--- src/rtl/stag_alu64.sv ---
module stag_alu64 #(
  parameter int SLICE_W = 32,
  parameter int OP_W    = 3
) (
  input  logic                 clk,
  input  logic                 rst,
  input  logic                 in_valid,
  input  logic [OP_W-1:0]      in_op,
  input  logic [2*SLICE_W-1:0] in_a,
  input  logic [2*SLICE_W-1:0] in_b,
  input  logic                 in_narrow,
  output logic                 lo_valid,
  output logic [SLICE_W-1:0]   lo_res,
  output logic                 full_valid,
  output logic [2*SLICE_W-1:0] full_res,
  output logic                 full_cout
);
  localparam int DW = 2 * SLICE_W;
  localparam logic [OP_W-1:0] OP_ADD = OP_W'(0);
  localparam logic [OP_W-1:0] OP_SUB = OP_W'(1);
  localparam logic [OP_W-1:0] OP_AND = OP_W'(2);
  localparam logic [OP_W-1:0] OP_OR  = OP_W'(3);
  localparam logic [OP_W-1:0] OP_XOR = OP_W'(4);

  function automatic logic [SLICE_W:0] slice_op(input logic [OP_W-1:0] op,
                                               input logic [SLICE_W-1:0] a,
                                               input logic [SLICE_W-1:0] b,
                                               input logic cin);
    logic [SLICE_W:0] r;
    case (op)
      OP_ADD:  r = {1'b0, a} + {1'b0, b} + {{SLICE_W{1'b0}}, cin};
      OP_SUB:  r = {1'b0, a} + {1'b0, ~b} + {{SLICE_W{1'b0}}, cin};
      OP_AND:  r = {1'b0, a & b};
      OP_OR:   r = {1'b0, a | b};
      OP_XOR:  r = {1'b0, a ^ b};
      default: r = '0;
    endcase
    return r;
  endfunction

  // issue register
  logic                s1_v, s1_n;
  logic [OP_W-1:0]     s1_op;
  logic [DW-1:0]       s1_a, s1_b;

  always_ff @(posedge clk) begin
    if (rst) s1_v <= 1'b0;
    else     s1_v <= in_valid;
    s1_op <= in_op;
    s1_a  <= in_a;
    s1_b  <= in_b;
    s1_n  <= in_narrow;
  end

  // lower slice
  logic [SLICE_W:0] lo_sum;
  assign lo_sum = slice_op(s1_op, s1_a[SLICE_W-1:0], s1_b[SLICE_W-1:0], s1_op == OP_SUB);

  logic                s2_v, s2_n, s2_c;
  logic [OP_W-1:0]     s2_op;
  logic [SLICE_W-1:0]  s2_ahi, s2_bhi, s2_lo;

  always_ff @(posedge clk) begin
    if (rst) s2_v <= 1'b0;
    else     s2_v <= s1_v;
    s2_n   <= s1_n;
    s2_op  <= s1_op;
    s2_ahi <= s1_a[DW-1:SLICE_W];
    s2_bhi <= s1_b[DW-1:SLICE_W];
    s2_lo  <= lo_sum[SLICE_W-1:0];
    s2_c   <= lo_sum[SLICE_W];
  end

  // upper slice, fed by the registered carry
  logic [SLICE_W:0] hi_sum;
  assign hi_sum = slice_op(s2_op, s2_ahi, s2_bhi, s2_c);

  logic          s3_v, s3_c;
  logic [DW-1:0] s3_res;

  always_ff @(posedge clk) begin
    if (rst) s3_v <= 1'b0;
    else     s3_v <= s2_v & ~s2_n;
    s3_res <= {hi_sum[SLICE_W-1:0], s2_lo};
    s3_c   <= hi_sum[SLICE_W];
  end

  logic narrow_out;
  assign narrow_out = s2_v & s2_n;

  assign lo_valid   = s2_v;
  assign lo_res     = s2_lo;
  assign full_valid = s3_v | narrow_out;
  assign full_res   = narrow_out ? {{SLICE_W{1'b0}}, s2_lo} : s3_res;
  assign full_cout  = narrow_out ? s2_c : s3_c;
endmodule


--- config.mk ---
export PLATFORM = sky130hd
export DESIGN_NAME = stag_alu64
export DESIGN_NICKNAME = d
export VERILOG_FILES = /design/src/rtl/stag_alu64.sv
export SDC_FILE = /design/constraint.sdc
export NUM_CORES = 1
export LEC_CHECK = 0
export ABC_AREA = 1
export BUFFER_PORTS_ARGS = -buffer_cell sky130_fd_sc_hd__buf_4
export CORE_ASPECT_RATIO = 1.5
export CORE_MARGIN = 1.5
export CORE_UTILIZATION = 47
export CTS_CLUSTER_SIZE = 40
export DETAILED_ROUTE_END_ITERATION = 6
export PLACE_DENSITY = 0.73
export SYNTH_ARGS = -nofsm -noshare
export SYNTH_HDL_FRONTEND = slang
export SYNTH_SLANG_ARGS = --single-unit
export TNS_END_PERCENT = 100
--- constraint.sdc ---
create_clock -name clk -period 2.95 [get_ports clk]
set_input_delay 0.1475 -clock clk [delete_from_list [all_inputs] [get_ports clk]]
set_output_delay 0.1475 -clock clk [all_outputs]
set_load 0.03 [all_outputs]
==> impl_metrics.yaml <==
outcome:
  status: "finished clean"
timing:
  worst_pin_slew_ps: 777
  skew_ps: 18.0
  rsz0062_at_grt: "false"
  drv_slew: 0
  fin_crit_ps: 2600
  fin_crit_sh_pct: 88.2
  timing.slew.headroom_pct: 47.6
  setup_violations: 0
  fmax_mhz: 384
  hold_ws_ps: 214
  tns_ps: 0
  finalHoldViolCount: 0
clock_network:
  post_cts_buffers: 0
  htree_levels: 1
  clk_pin_slew_ps: 70
  cts-root-buf: "clkbuf_16"
  clkSinkCount: 301
  cts_tree: "done"
  cts.repair.resized: 0
  clockBufferDepth: 3
  cts_inserted_buffers: 29
  clk_latency_ps: 580
power_and_ir_drop:
  pwr-share-comb_pct: 28.5
  p_switching_mw: 4.17
  p_leak_nw: 13.2
  power.share.clock_pct: 33.2
  p_per_area_mw_per_mm2: 501
  p_int_mw: 7.84
  power.share.switching_pct: 34.7
  p_seq_share_pct: 38.3
  peakVddDrop_uv: 720
route:
  avgRoutedWirePerCell_um: 17.5
  ant_nets: 0
  via_per_inst: 5.12
  drt_first_pass_iters: 6
  drc: 0
  dr.first_iter.drc_count: 1497
  wirelength_mm: 68.7
  vias: 20100
worst_setup_path:
  crit_type: "flip-flop to flip-flop"
  cp_max_fo: 7
  crit_top_cell: "nand3_1"
  worst-path-buf-inv: 4
  path_delay_family: "simple AND/OR/NAND/NOR gates"
  cpMaxStageDelayCell: "fa_1"
  worst-endpoint-required_ps: 3410
  crit_chain: "inv_2 -> nand3_1 -> inv_2 -> fa_1 -> inv_1 -> fa_1 -> inv_1 -> nand3_1 -> nand3_1 -> nand2_1 -> nand2_1 -> nand2_1 -> nand3_1 -> nand2_1 -> nand3_1 -> nand3_1"
  cpPeakStageDelay_ps: 380
  crit_path_end_kind: "flip-flop"
  cp-start-kind: "flip-flop"
  cp.arrival_ps: 3060
synth:
  synthCells: 3052
  synth_edf_count: 0
  avgSynthCellArea_um2: 6.37
  synth_seq_area_share_pct: 31.0
  synthDistinctLibCells: 43
  synth_nets: 3385
  async_reset_ff_share_pct: 0
  synth_flop_cell: "dfxtp_1"
  synth_seq_cells: 301
  ys_warn_count: 0
  syn-cell-area_mm2: 0.0194
global_route:
  grt_use_total_pct: 31.8
  grt_max_degree: 50
  grt_pass1_wl_mm: 104
  grt_pass1_vias: 20200
  grt_overflow: 0
  antenna_found_initial: 0
placement:
  dp_hpwl_mm: 53.7
  place_congestion: 0.994
  dpl_cell_area_mm2: 0.0216
  port_buffers: 233
final_layout:
  antennaDiodeCount: 0
  fill_cells: 4004
  fin_util_pct: 58.5
  fin_area_mm2: 0.0240
  fin_nets: 3728
  syn_to_final_growth_pct: 23.3
  drive_above_1_share_pct: 10.7
die:
  core_area_mm2: 0.0410
  num_rows: 91
  dieArea_mm2: 0.0426
  io_pins: 234
  initial_core_util_pct: 47.4
  fp.dieW_um: 169
  die_h_um: 252
flow_run:
  maxCapViolCount: 0
worst_hold_path:
  hold_path_class: "primary input to flip-flop"
[through the flow]
stage / instances / total power [mW] / worst slack (ps)
after global placement: 3741 / 7.88 / 480
after detailed placement: 3741 / 7.89 / 385
after global routing: 3927 / 12.6 / 73.5
after CTS: 3927 / 12.0 / 351
after floorplan: 3052 / 6.73 / 443
final: 3927 / 12.0 / 348
[placed cells by master, fill, tap and decap left out, drive strengths merged, types with 3 or more instances in the layout]
cell type	netlist	final
a21oi	143	143
fa	8	8
a221oi	15	15
clkinv	2	13
inv	616	618
nor3b	3	3
dlygate4sd3	0	134
buf	53	256
o2111ai	6	6
a211oi	3	3
dfxtp	301	301
nor2	268	268
o22ai	38	38
nor4	6	6
and2	5	5
bufinv	0	4
nor3	24	24
clkbuf	25	33
o211ai	11	11
nand2	963	963
nand4	29	29
ha	190	190
o21bai	16	16
nand3	244	244
o21ai	71	71
[registers in the layout (all words and copies together) (netlist names)]
name and cells:
s1_a 64, s1_b 64, s3_res 64, lo_res 32, s2_ahi 32, s2_bhi 32, s1_op 3, s2_op 3
lo_valid 1, s1_n 1, s1_v 1, s2_c 1, s2_n 1, s3_c 1, s3_v 1
[worst paths after layout]
| kind | startpoint | endpoint | slack, ps | cells past startpoint |
|---|---|---|---|---|
| worst max-delay path | s1_op[2]$_DFF_P_ | lo_res[24]$_DFF_P_ | 350 | 16 |
| worst min-delay path | in_b[17] | s1_b[17]$_DFF_P_ | 210 | 2 |
| worst max register to register | s1_op[2]$_DFF_P_ | lo_res[24]$_DFF_P_ | 350 | 16 |
| worst min register to register | s1_b[54]$_DFF_P_ | s2_bhi[22]$_DFF_P_ | 320 | 0 |
[cells in the mapped netlist, types with 4 or more instances]
library cell | n | area share (%)
buf_4 | 15 | 0.58
inv_2 | 22 | 0.42
fa_1 | 8 | 0.82
nor3_1 | 20 | 0.51
ha_1 | 190 | 12
nor2_2 | 15 | 0.48
dfxtp_1 | 301 | 31
o21bai_1 | 16 | 0.62
o21ai_0 | 68 | 1.8
o2111ai_1 | 6 | 0.27
clkbuf_1 | 22 | 0.42
o22ai_1 | 38 | 1.2
nor2_1 | 253 | 4.9
a221oi_1 | 15 | 0.68
nand3_1 | 242 | 6.2
nor4_1 | 6 | 0.19
inv_1 | 594 | 11
o211ai_1 | 11 | 0.42
buf_2 | 34 | 0.88
and2_1 | 5 | 0.16
nand4_1 | 29 | 0.93
nand2_2 | 4 | 0.13
nor3_2 | 4 | 0.21
a21oi_1 | 142 | 3.7
nand2_1 | 959 | 19
[area by class of cell]
class | count | area [µm²] | area share [%]
multi-input combinational | 2055 | 10700 | 44.6
sequential | 301 | 6030 | 25.1
timing repair buffer | 390 | 3290 | 13.7
inverter | 618 | 2320 | 9.68
clock buffer | 33 | 781 | 3.26
tap | 511 | 639 | 2.67
clock inverter | 19 | 233 | 0.971
[layer usage]
metal,GRT usage [%],vias to the layer above,part of all wire (%)
met2,60.4,808,51
met3,3.54,295,5.4
met1,31.0,8960,35
met5,0,-,0
met4,24.6,0,8.5
li1,-,10100,-
[logic make-up (layout without fill, tap and decap cells)]
group                    count (synthesis)  after routing  synth area share, %
buffers and inverters                  696           1060                 14.1
flip-flops                             301            301                 31.0
adder cells (fa/ha/maj)                198            198                 13.1
AND/OR/NAND/NOR                       1547           1547                 32.7
AO/OA/AOI/OAI                          309            309                 9.09
XOR/XNOR                                 1              1               0.0451
[power groups by stage]
stage / combinational (mW) / clock, mW / sequential, mW
2_1_floorplan: 2.01 / 0 / 4.73
3_3_place_gp: 3.20 / 0 / 4.68
3_5_place_dp: 3.20 / 0 / 4.69
4_1_cts: 3.37 / 4.06 / 4.60
5_1_grt: 3.72 / 4.22 / 4.63
6_report: 3.42 / 3.99 / 4.60
[what timing repair did]
item	4_1_cts	5_1_grt
hold endpoints to repair	135	0
endpoints found under the setup margin	0	0
hold buffers	134	0
(Power assumes the default switching activity.)
